### config.mk
export PLATFORM = sky130hd
export DESIGN_NAME = aud_frame_tx
export DESIGN_NICKNAME = d
export VERILOG_FILES = /design/src/rtl/aud_tx_pkg.sv /design/src/rtl/aud_tx_sync.sv /design/src/rtl/aud_tx_bclk_gen.sv /design/src/rtl/aud_tx_ws_gen.sv /design/src/rtl/aud_tx_core.sv /design/src/rtl/aud_frame_tx.sv
export SDC_FILE = /design/constraint.sdc
export NUM_CORES = 1
export LEC_CHECK = 0
export ABC_CLOCK_PERIOD_IN_PS = 3500
export BUFFER_PORTS_ARGS = -buffer_cell sky130_fd_sc_hd__buf_2
export CAP_MARGIN = 20
export CORE_MARGIN = 1
export CORE_UTILIZATION = 30
export CTS_BUF_LIST = sky130_fd_sc_hd__clkbuf_4 sky130_fd_sc_hd__clkbuf_8
export DETAILED_ROUTE_END_ITERATION = 10
export GPL_TIMING_DRIVEN = 0
export PLACE_DENSITY_LB_ADDON = 0.05
export RECOVER_POWER = 50
export SLEW_MARGIN = 20
export SYNTH_ARGS = -nofsm -noshare
export SYNTH_HDL_FRONTEND = slang
export SYNTH_SLANG_ARGS = --single-unit
### constraint.sdc
create_clock -name clk -period 3.5 [get_ports clk]
set_clock_uncertainty 0.1 [all_clocks]
set_input_delay 0.35 -clock clk [delete_from_list [all_inputs] [get_ports clk]]
set_output_delay 0.35 -clock clk [all_outputs]
set_load 0.1 [all_outputs]
### src/rtl/aud_tx_pkg.sv
package aud_tx_pkg;

    // States of the serializer control
    typedef enum logic [1:0] {
        ST_WAIT = 2'd0,
        ST_DATA = 2'd1,
        ST_PAD  = 2'd2
    } tx_state_e;

endpackage

### src/rtl/aud_tx_sync.sv
module aud_tx_sync #(
    parameter int W = 2
) (
    input  logic         clk,
    input  logic         rst_n,
    input  logic [W-1:0] d,
    output logic [W-1:0] q
);

    logic [W-1:0] meta_q;

    always_ff @(posedge clk or negedge rst_n) begin
        if (!rst_n) begin
            meta_q <= '0;
            q      <= '0;
        end else begin
            meta_q <= d;
            q      <= meta_q;
        end
    end

endmodule

### src/rtl/aud_tx_bclk_gen.sv
module aud_tx_bclk_gen #(
    parameter int W = 8
) (
    input  logic         clk,
    input  logic         rst_n,
    input  logic         en,
    input  logic         launch_rise,
    input  logic [W-1:0] div,
    output logic         bclk,
    output logic         launch_nxt
);

    localparam int HW = W + 1;

    logic [W-1:0]  cnt_q, cnt_d;
    logic          run_q;
    logic          bclk_d;
    logic [HW-1:0] half;

    // high phase covers counts below half, half rounded up
    always_comb begin
        half = ({1'b0, div} + HW'(2)) >> 1;
        if (!run_q || (cnt_q >= div)) begin
            cnt_d = '0;
        end else begin
            cnt_d = cnt_q + 1'b1;
        end
        bclk_d     = ({1'b0, cnt_d} < half);
        launch_nxt = en && (bclk_d != bclk) && (bclk_d == launch_rise);
    end

    always_ff @(posedge clk or negedge rst_n) begin
        if (!rst_n) begin
            cnt_q <= '0;
            run_q <= 1'b0;
            bclk  <= 1'b0;
        end else if (!en) begin
            cnt_q <= '0;
            run_q <= 1'b0;
            bclk  <= 1'b0;
        end else begin
            cnt_q <= cnt_d;
            run_q <= 1'b1;
            bclk  <= bclk_d;
        end
    end

endmodule

### src/rtl/aud_tx_ws_gen.sv
module aud_tx_ws_gen #(
    parameter int W = 8
) (
    input  logic         clk,
    input  logic         rst_n,
    input  logic         en,
    input  logic         tick,
    input  logic [W-1:0] div,
    output logic         left_phase
);

    localparam int HW = W + 1;

    logic [W-1:0]  cnt_q, cnt_d;
    logic          run_q;
    logic          left_d;
    logic [HW-1:0] half;

    always_comb begin
        half = ({1'b0, div} + HW'(2)) >> 1;
        if (!run_q || (cnt_q >= div)) begin
            cnt_d = '0;
        end else begin
            cnt_d = cnt_q + 1'b1;
        end
        left_d = ({1'b0, cnt_d} < half);
    end

    always_ff @(posedge clk or negedge rst_n) begin
        if (!rst_n) begin
            cnt_q      <= '0;
            run_q      <= 1'b0;
            left_phase <= 1'b0;
        end else if (!en) begin
            cnt_q      <= '0;
            run_q      <= 1'b0;
            left_phase <= 1'b0;
        end else if (tick) begin
            cnt_q      <= cnt_d;
            run_q      <= 1'b1;
            left_phase <= left_d;
        end
    end

endmodule

### src/rtl/aud_tx_core.sv
module aud_tx_core
    import aud_tx_pkg::*;
#(
    parameter int SW = 16
) (
    input  logic          clk,
    input  logic          rst_n,
    input  logic          sck_s,
    input  logic          ws_s,
    input  logic          launch_rise,
    input  logic          ws_left_high,
    input  logic [SW-1:0] left_in,
    input  logic [SW-1:0] right_in,
    input  logic          sample_valid,
    output logic          sample_ack,
    output logic          underrun,
    output logic          sd_out
);

    localparam int FW  = 2 * SW;
    localparam int BCW = $clog2(FW + 1);
    localparam logic [BCW-1:0] LAST_BIT = BCW'(FW - 1);

    tx_state_e      st_q, st_d;
    logic           sck_p;
    logic           ws_last_left;
    logic [FW-1:0]  sreg;
    logic [BCW-1:0] bit_cnt;
    logic [SW-1:0]  hold_l, hold_r;
    logic           urun_q;

    logic launch, is_left, trigger, do_load, do_shift;

    always_comb begin
        launch  = (sck_s != sck_p) && (sck_s == launch_rise);
        is_left = (ws_s == ws_left_high);
        trigger = launch && is_left && !ws_last_left;
    end

    // state register
    always_ff @(posedge clk or negedge rst_n) begin
        if (!rst_n) begin
            st_q <= ST_WAIT;
        end else begin
            st_q <= st_d;
        end
    end

    // next state and control strobes
    always_comb begin
        st_d     = st_q;
        do_load  = 1'b0;
        do_shift = 1'b0;
        unique case (st_q)
            ST_WAIT: begin
                if (trigger) begin
                    st_d    = ST_DATA;
                    do_load = 1'b1;
                end
            end
            ST_DATA: begin
                if (trigger) begin
                    do_load = 1'b1;
                end else if (launch) begin
                    do_shift = 1'b1;
                    if (bit_cnt == LAST_BIT) begin
                        st_d = ST_PAD;
                    end
                end
            end
            ST_PAD: begin
                if (trigger) begin
                    st_d    = ST_DATA;
                    do_load = 1'b1;
                end
            end
            default: begin
                st_d = ST_WAIT;
            end
        endcase
    end

    // edge history and data path
    always_ff @(posedge clk or negedge rst_n) begin
        if (!rst_n) begin
            sck_p        <= 1'b0;
            ws_last_left <= 1'b1;
            sreg         <= '0;
            bit_cnt      <= '0;
            hold_l       <= '0;
            hold_r       <= '0;
            urun_q       <= 1'b0;
        end else begin
            sck_p <= sck_s;
            if (launch) begin
                ws_last_left <= is_left;
            end
            if (do_load) begin
                bit_cnt <= '0;
                if (sample_valid) begin
                    hold_l <= left_in;
                    hold_r <= right_in;
                    sreg   <= {left_in, right_in};
                    urun_q <= 1'b0;
                end else begin
                    sreg   <= {hold_l, hold_r};
                    urun_q <= 1'b1;
                end
            end else if (do_shift) begin
                sreg    <= {sreg[FW-2:0], 1'b0};
                bit_cnt <= bit_cnt + 1'b1;
            end else if (st_q == ST_PAD) begin
                sreg <= '0;
            end
        end
    end

    assign sample_ack = do_load && sample_valid;
    assign underrun   = urun_q;
    assign sd_out     = sreg[FW-1];

endmodule

### src/rtl/aud_frame_tx.sv
module aud_frame_tx #(
    parameter int SW   = 16,
    parameter int SCKW = 8,
    parameter int WSW  = 8
) (
    input  logic            clk,
    input  logic            rst_n,
    input  logic            master_en,
    input  logic [SCKW-1:0] sck_div,
    input  logic [WSW-1:0]  ws_div,
    input  logic            ws_left_high,
    input  logic            launch_rise,
    input  logic [SW-1:0]   left_in,
    input  logic [SW-1:0]   right_in,
    input  logic            sample_valid,
    output logic            sample_ack,
    output logic            underrun,
    input  logic            sck_in,
    input  logic            ws_in,
    output logic            sck_out,
    output logic            ws_out,
    output logic            pins_drive,
    output logic            sd_out
);

    logic [1:0] pin_sync;
    logic       bclk, bclk_launch_nxt;
    logic       left_phase;
    logic       ws_gen_pin;
    logic       sck_sel, ws_sel;

    aud_tx_sync #(.W(2)) u_sync (
        .clk   (clk),
        .rst_n (rst_n),
        .d     ({sck_in, ws_in}),
        .q     (pin_sync)
    );

    aud_tx_bclk_gen #(.W(SCKW)) u_bclk (
        .clk         (clk),
        .rst_n       (rst_n),
        .en          (master_en),
        .launch_rise (launch_rise),
        .div         (sck_div),
        .bclk        (bclk),
        .launch_nxt  (bclk_launch_nxt)
    );

    aud_tx_ws_gen #(.W(WSW)) u_ws (
        .clk        (clk),
        .rst_n      (rst_n),
        .en         (master_en),
        .tick       (bclk_launch_nxt),
        .div        (ws_div),
        .left_phase (left_phase)
    );

    always_comb begin
        ws_gen_pin = left_phase ? ws_left_high : !ws_left_high;
        sck_sel    = master_en ? bclk : pin_sync[1];
        ws_sel     = master_en ? ws_gen_pin : pin_sync[0];
    end

    aud_tx_core #(.SW(SW)) u_core (
        .clk          (clk),
        .rst_n        (rst_n),
        .sck_s        (sck_sel),
        .ws_s         (ws_sel),
        .launch_rise  (launch_rise),
        .ws_left_high (ws_left_high),
        .left_in      (left_in),
        .right_in     (right_in),
        .sample_valid (sample_valid),
        .sample_ack   (sample_ack),
        .underrun     (underrun),
        .sd_out       (sd_out)
    );

    assign sck_out    = bclk;
    assign ws_out     = master_en && ws_gen_pin;
    assign pins_drive = master_en;

endmodule

==> flow_summary.json, run 1 <==
{
  "status": "complete, but fails checks",
  "violations": "max-capacitance violations, max-slew violations, negative setup slack",
  "worst_pin_slew_ns": 2.06,
  "rsz0062_at_grt": "yes",
  "ir_drop_v": 0.000301,
  "reg2regPathDepth": 14,
  "whs_endpoint": "u_bclk.run_q$_DFF_PN0_",
  "crit_path_start": "u_bclk.cnt_q[2]$_DFF_PN0_",
  "whs_ns": 0.0594,
  "grt_max_degree": 65,
  "drtPass1Iterations": 6,
  "area_growth_pct": 21.4,
  "cp_slowest_cell": "or4_4",
  "cpLargestDelayFamily": "compound AO/OA/AOI/OAI gates",
  "final_common_cell": "dfrtp_1",
  "yosys_warnings": 0,
  "cp.arrival_ns": 3.84,
  "critPathBufInv": 1,
  "crit_required_ns": 3.68,
  "root_buffer": "clkbuf_8",
  "drcViolationCount": 0,
  "path_cells": "ha_2, or4_4, a21oi_4, nor3_2, a2111o_4, buf_12, nor2_4, ha_4, o2111ai_4, a31o_4, and3_4, a31oi_4, nand2_4, a31o_1",
  "netlist_instances": 515,
  "synth-seq-cells": 99,
  "p_leak_nw": 3.23,
  "cts_inserted_buffers": 9,
  "grt_pass1_vias": 4332,
  "fill_cells": 1827,
  "cp_max_fo": 5,
  "ys_seq_area_share_pct": 44.0,
  "die_width_um": 139,
  "worstReg2RegStart": "u_bclk.cnt_q[2]$_DFF_PN0_",
  "synth_fp_nets": 606,
  "grt_antenna_before_repair": 1,
  "p_per_area_nw_per_um2": 498,
  "fin_crit_sh_pct": 105,
  "slowest_delay_ns": 0.52,
  "synthFlopType": "dfrtp_1",
  "num_antenna_cells": 0,
  "place_hpwl_mm": 9.25,
  "fin_ws_ns": -0.163,
  "setup_viol": 10,
  "slew_headroom_pct": -37.4,
  "vias": 4157,
  "cts_tree": "done",
  "ant_nets": 0,
  "die_area_sq_um": 19300,
  "finalHoldViolations": 0,
  "start_util_pct": 31.0,
  "drtIter0Drc": 162,
  "drt-wirelength-per-cell_um": 15.5,
  "layout-drive-gt1-share_pct": 29.2,
  "maxSlewViolCount": 37,
  "final_nets": 695,
  "layout_common_cells": "dfrtp_1, buf_2, nor2_1",
  "grtUsageTotal_pct": 14.5,
  "holdPathStages": 1,
  "crit_type": "flop to flop",
  "fmax_mhz": 273,
  "dp_slack_ns": -0.529,
  "worstHoldStart": "master_en",
  "grt_first_pass_wirelength_mm": 22.1,
  "clkSlewWorstSetupHoldPaths_ns": 0.10,
  "place_congestion": 0.762,
  "io_pins": 62,
  "final_area_sq_um": 6830,
  "avgSynthCellArea_sq_um": 10.9,
  "synth_edf_count": 0,
  "cts_buffer_depth": 2,
  "die_height_um": 139,
  "clkSinkCount": 99,
  "endpoint_kind": "flop",
  "dpl-instance-area_sq_um": 6260,
  "synthArstFlopShare_pct": 100,
  "port_buffers": 60,
  "design.core.area_sq_um": 18100,
  "insertion_delay_ns": 0.39,
  "synth_area_sq_um": 5630,
  "hold_path.class": "input pin to flop",
  "cts.htree.levels": 3,
  "synth_cell_types": 54,
  "fin_crit_ns": 3.66,
  "grt_overflow": 0,
  "p_total_mw": 3.40,
  "maxCapViolations": 1,
  "rr_endpoint": "u_ws.cnt_q[1]$_DFFE_PN0P_",
  "viasPerCell": 4.96,
  "r2r_slack_ns": -0.16,
  "rows": 49,
  "wl_mm": 13.0,
  "cp-start-kind": "flop"
}
-- layer usage --
metal  global-route usage, %  up-vias  wire (um)
li1                        -     2055          -
met1                    18.4     2013       5920
met2                    24.3       70       6410
met3                    3.59       17        471
met4                    4.39        2        211
met5                       0        -         13
-- synthesized netlist by cell type (all sizes together), types with 2 or more instances --
| cell | n | area share (%) |
|---|---|---|
| a211o | 2 | 0.31 |
| a211oi | 3 | 0.40 |
| a21boi | 2 | 0.27 |
| a21o | 3 | 0.40 |
| a21oi | 15 | 1.5 |
| a221o | 31 | 5.5 |
| a31o | 3 | 0.47 |
| and2 | 14 | 1.6 |
| and3 | 7 | 0.78 |
| buf | 18 | 2.0 |
| clkbuf | 6 | 0.40 |
| dfrtp | 98 | 44 |
| ha | 35 | 7.8 |
| inv | 23 | 1.5 |
| mux2 | 33 | 7.2 |
| mux2i | 35 | 6.2 |
| nand2 | 22 | 1.6 |
| nand2b | 8 | 0.89 |
| nand3 | 23 | 2.0 |
| nand4 | 3 | 0.33 |
| nor2 | 47 | 3.4 |
| nor2b | 3 | 0.33 |
| nor3 | 7 | 0.71 |
| nor3b | 2 | 0.27 |
| o211a | 2 | 0.36 |
| o211ai | 8 | 1.1 |
| o21a | 3 | 0.40 |
| o21ai | 14 | 1.2 |
| o31ai | 2 | 0.27 |
| or3 | 3 | 0.33 |
| or4 | 2 | 0.33 |
| xnor2 | 15 | 2.3 |
| xor2 | 13 | 2.0 |
-- layout make-up --
class                           count  area [sq um]  area share [%]
Inverter                           23          86.3            1.26
Clock inverter                      6          82.6            1.21
Buffer                             24           138            2.01
Timing Repair Buffer               77           458            6.70
Multi-Input combinational cell    370          3170            46.4
Tap cell                          229           287            4.19
Sequential cell                    99          2480            36.3
Clock buffer                       10           131            1.92
-- cells by family (layout without fill, tap and decap cells) --
kind of cell	count (synthesis)	in the layout	synth area share (%)
buffers and inverters	47	140	3.98
adder cells (fa/ha/maj)	35	35	7.78
flip-flops	99	99	44.0
AO/OA/AOI/OAI	95	95	13.5
multiplexers	68	68	13.4
AND/OR/NAND/NOR	143	144	12.9
XOR/XNOR	28	28	4.36
-- sequential cells by signal, summed over array words and instances (netlist names) --
| signal | cells |
|---|---|
| u_bclk.cnt_q | 8 |
| u_core.st_q | 2 |
| u_core.ws_last_left | 1 |
| u_ws.left_phase | 1 |
| u_sync.meta_q | 2 |
| u_ws.cnt_q | 8 |
| u_ws.run_q | 1 |
| u_core.bit_cnt | 6 |
| u_core.hold_l | 16 |
| u_core.sck_p | 1 |
| u_core.hold_r | 16 |
| u_core.sreg | 32 |
| u_bclk.run_q | 1 |
| u_sync.q | 2 |
| u_bclk.bclk | 1 |
| u_core.underrun | 1 |
-- worst max-delay path by stage --
| stage | cells past startpoint | end |
|---|---|---|
| global route | 15 | u_ws.cnt_q[6]$_DFFE_PN0P_ |
| global placement | 15 | u_ws.cnt_q[1]$_DFFE_PN0P_ |
| detailed placement | 15 | u_ws.cnt_q[1]$_DFFE_PN0P_ |
| finish | 14 | u_ws.cnt_q[1]$_DFFE_PN0P_ |
| floorplan | 13 | u_ws.cnt_q[0]$_DFFE_PN0P_ |
| CTS | 14 | u_ws.cnt_q[1]$_DFFE_PN0P_ |
-- where the power goes --
part	internal [mW]	switching [mW]	total, mW
Combinational	0.470	0.440	0.909
Sequential	1.49	0.196	1.68
Clock	0.355	0.456	0.811
-- worst reg2reg max path, cell delays in order, from the launching register on --
cell,delay (ns)
dfrtp_1,0.42
ha_2,0.19
or4_4,0.52
a21oi_4,0.15
nor3_2,0.05
a2111o_4,0.52
buf_12,0.18
nor2_4,0.13
ha_4,0.16
o2111ai_4,0.13
a31o_4,0.28
and3_4,0.16
a31oi_4,0.26
nand2_4,0.12
a31o_1,0.22
-- through the flow --
step / setup TNS, ns / utilization, % / instances
5_1_grt: -15.54 / 37.6 / 838
3_5_place_dp: -4.59 / 34.5 / 805
4_1_cts: -1.30 / 37.3 / 835
3_3_place_gp: -4.05 / 34.3 / 804
6_report: -1.11 / 37.6 / 838
2_1_floorplan: 0 / - / 515
-- timing repair --
item | 4_1_cts | 5_1_grt
hold buffers | 3 | 0
cloned | 1 | 0
setup buffers | 10 | 3
gates resized for setup | 34 | 14
pin swaps | 19 | 20
endpoints found under the hold margin | 37 | 0
endpoints found under the setup margin | 10 | 11
(Power assumes the default switching activity.)
==> inputs of run 2 (changes only) <==
--- a/config.mk
+++ b/config.mk
@@ -6,7 +6,7 @@
 export NUM_CORES = 1
 export LEC_CHECK = 0
 export ABC_CLOCK_PERIOD_IN_PS = 3500
-export BUFFER_PORTS_ARGS = -buffer_cell sky130_fd_sc_hd__buf_2
+export BUFFER_PORTS_ARGS = -buffer_cell sky130_fd_sc_hd__buf_4
 export CAP_MARGIN = 20
 export CORE_MARGIN = 1
 export CORE_UTILIZATION = 30
==> run 2 against run 1 <==
- the run still ends with max-capacitance violations, max-slew violations, negative setup slack left
- final area rose by 0.68%
- global-route usage fell by 0.13 points
- power is 0.41% lower
- largest cell class unchanged
- largest power group unchanged
==> flow_summary.json, run 2 (synthesis results as in run 1) <==
{
  "status": "complete, but fails checks",
  "violations": "max-capacitance violations, max-slew violations, negative setup slack",
  "grt_first_pass_wirelength_mm": 21.9,
  "root_buffer": "clkbuf_8",
  "worst_pin_slew_ns": 2.55,
  "busiest_layer": "met2",
  "drtPass1Iterations": 7,
  "fmax_mhz": 272,
  "p_total_mw": 3.39,
  "fin_ws_ns": -0.170,
  "final_nets": 692,
  "endpoint_kind": "flop",
  "fill_cells": 1817,
  "globalRouteMet2Util_pct": 25.1,
  "rows": 49,
  "cp_max_fo": 6,
  "layout_common_cells": "dfrtp_1, buf_4, nor2_1",
  "cts_tree": "done",
  "grt_pass1_vias": 4381,
  "final_common_cell": "dfrtp_1",
  "grt_overflow": 0,
  "largest-register": "u_core.sreg",
  "die_width_um": 139,
  "final_util_pct": 37.9,
  "dp_slack_ns": -0.527,
  "vias": 4131,
  "crit_path_start": "u_bclk.cnt_q[1]$_DFF_PN0_",
  "fin_crit_sh_pct": 105,
  "dpl-instance-area_sq_um": 6380,
  "setup_tns_ns": -1.33,
  "ir_drop_v": 0.000254,
  "p_per_area_nw_per_um2": 493,
  "r2r_slack_ns": -0.17,
  "start_util_pct": 31.0,
  "slowest_delay_ns": 0.52,
  "maxCapViolations": 1,
  "rsz0062_at_grt": "yes",
  "finalHoldViolations": 0,
  "p_leak_nw": 3.25,
  "reg2regPathDepth": 14,
  "reg_top3": "u_core.sreg: 32 flops, u_core.hold_l: 16 flops, u_core.hold_r: 16 flops",
  "ant_nets": 0,
  "port_buffers": 60,
  "grt_antenna_before_repair": 0,
  "wl_mm": 13.0,
  "crit_required_ns": 3.71,
  "die_area_sq_um": 19300,
  "path_cells": "ha_2, or4_4, a21oi_4, nor3_2, a2111o_4, nor2_4, ha_4, a21o_1, a21oi_4, buf_6, and3_4, a31oi_4, a211o_1, a21boi_1",
  "setup_viol": 10,
  "crit_path_frequent_cell": "a21oi_4",
  "rr_endpoint": "u_ws.cnt_q[0]$_DFFE_PN0P_",
  "grtUsageTotal_pct": 14.4,
  "insertion_delay_ns": 0.38,
  "dp.cells": 804,
  "final_area_sq_um": 6880,
  "cp.arrival_ns": 3.88,
  "clkSlewWorstSetupHoldPaths_ns": 0.10,
  "crit_type": "flop to flop",
  "die_height_um": 139,
  "slew_headroom_pct": -69.9,
  "grtUsageMet1_pct": 17.5,
  "grtUsageMet3_pct": 3.76,
  "cts_buffer_depth": 2,
  "io_pins": 62,
  "whs_ns": 0.100,
  "place_congestion": 0.776,
  "cts_inserted_buffers": 9,
  "grt_max_degree": 100,
  "cts.htree.levels": 3,
  "largest_register_ffs": 32,
  "cp_slowest_cell": "or4_4",
  "worstReg2RegStart": "u_bclk.cnt_q[1]$_DFF_PN0_",
  "maxSlewViolCount": 100,
  "drcViolationCount": 0,
  "area_growth_pct": 22.2,
  "layout-drive-gt1-share_pct": 28.7,
  "cp-start-kind": "flop",
  "clkSinkCount": 99,
  "cp-endpoint": "u_ws.cnt_q[0]$_DFFE_PN0P_",
  "viasPerCell": 4.95,
  "hold_path.class": "input pin to flop",
  "finalNonFillerCells": 835,
  "drt-wirelength-per-cell_um": 15.5,
  "fin_crit_ns": 3.67,
  "place_hpwl_mm": 9.15,
  "num_antenna_cells": 0,
  "design.core.area_sq_um": 18100,
  "drtIter0Drc": 215
}
[run 2: per-layer routing]
layer / up-vias / part of all wire [%] / routed length (um)
met4: 0 / 1.1 / 143
met2: 64 / 50 / 6460
met5: - / 0 / 0
met3: 12 / 3.6 / 465
li1: 2044 / - / -
met1: 2011 / 46 / 5910
[run 2: repair_timing]
action / 4_1_cts / 5_1_grt
gates cloned: 1 / 0
endpoints found under the setup margin: 10 / 10
hold buffers: 2 / 0
pin swaps: 20 / 4
gates resized for setup: 32 / 6
buffers inserted: 9 / 3
hold endpoints to repair: 2 / 0
[run 2: worst max-delay path: cells and delay by family, from the launching register on]
family / cells / cell delay, ns
flip-flops: 1 / 0.44
AND/OR/NAND/NOR: 4 / 0.93
adder cells (fa/ha/maj): 2 / 0.41
AO/OA/AOI/OAI: 7 / 1.57
buffers and inverters: 1 / 0.14
[run 2: area by class of cell]
| type | instances | area, sq um | area share [%] |
|---|---|---|---|
| Clock buffer | 10 | 131 | 1.91 |
| Inverter | 23 | 86.3 | 1.26 |
| Sequential cell | 99 | 2480 | 36.0 |
| Timing Repair Buffer | 74 | 569 | 8.28 |
| Buffer | 24 | 138 | 2.00 |
| Tap cell | 229 | 287 | 4.17 |
| Multi-Input combinational cell | 370 | 3120 | 45.3 |
| Clock inverter | 6 | 71.3 | 1.04 |
[run 2: power by group]
group | internal, mW | total [mW] | switching, mW
clock network | 0.348 | 0.779 | 0.431
registers | 1.49 | 1.68 | 0.195
logic | 0.488 | 0.927 | 0.439
total | 2.32 | 3.39 | 1.07
[run 2: worst min-delay path by stage]
stage	from	end	cells past startpoint
after floorplan	rst_n	u_bclk.bclk$_DFF_PN0_	0
after global placement	u_sync.meta_q[1]$_DFF_PN0_	u_sync.q[1]$_DFF_PN0_	0
after detailed placement	u_sync.meta_q[1]$_DFF_PN0_	u_sync.q[1]$_DFF_PN0_	0
after CTS	master_en	u_bclk.run_q$_DFF_PN0_	1
after global routing	left_in[8]	u_core.hold_l[8]$_DFFE_PN0P_	2
final	left_in[0]	u_core.hold_l[0]$_DFFE_PN0P_	2
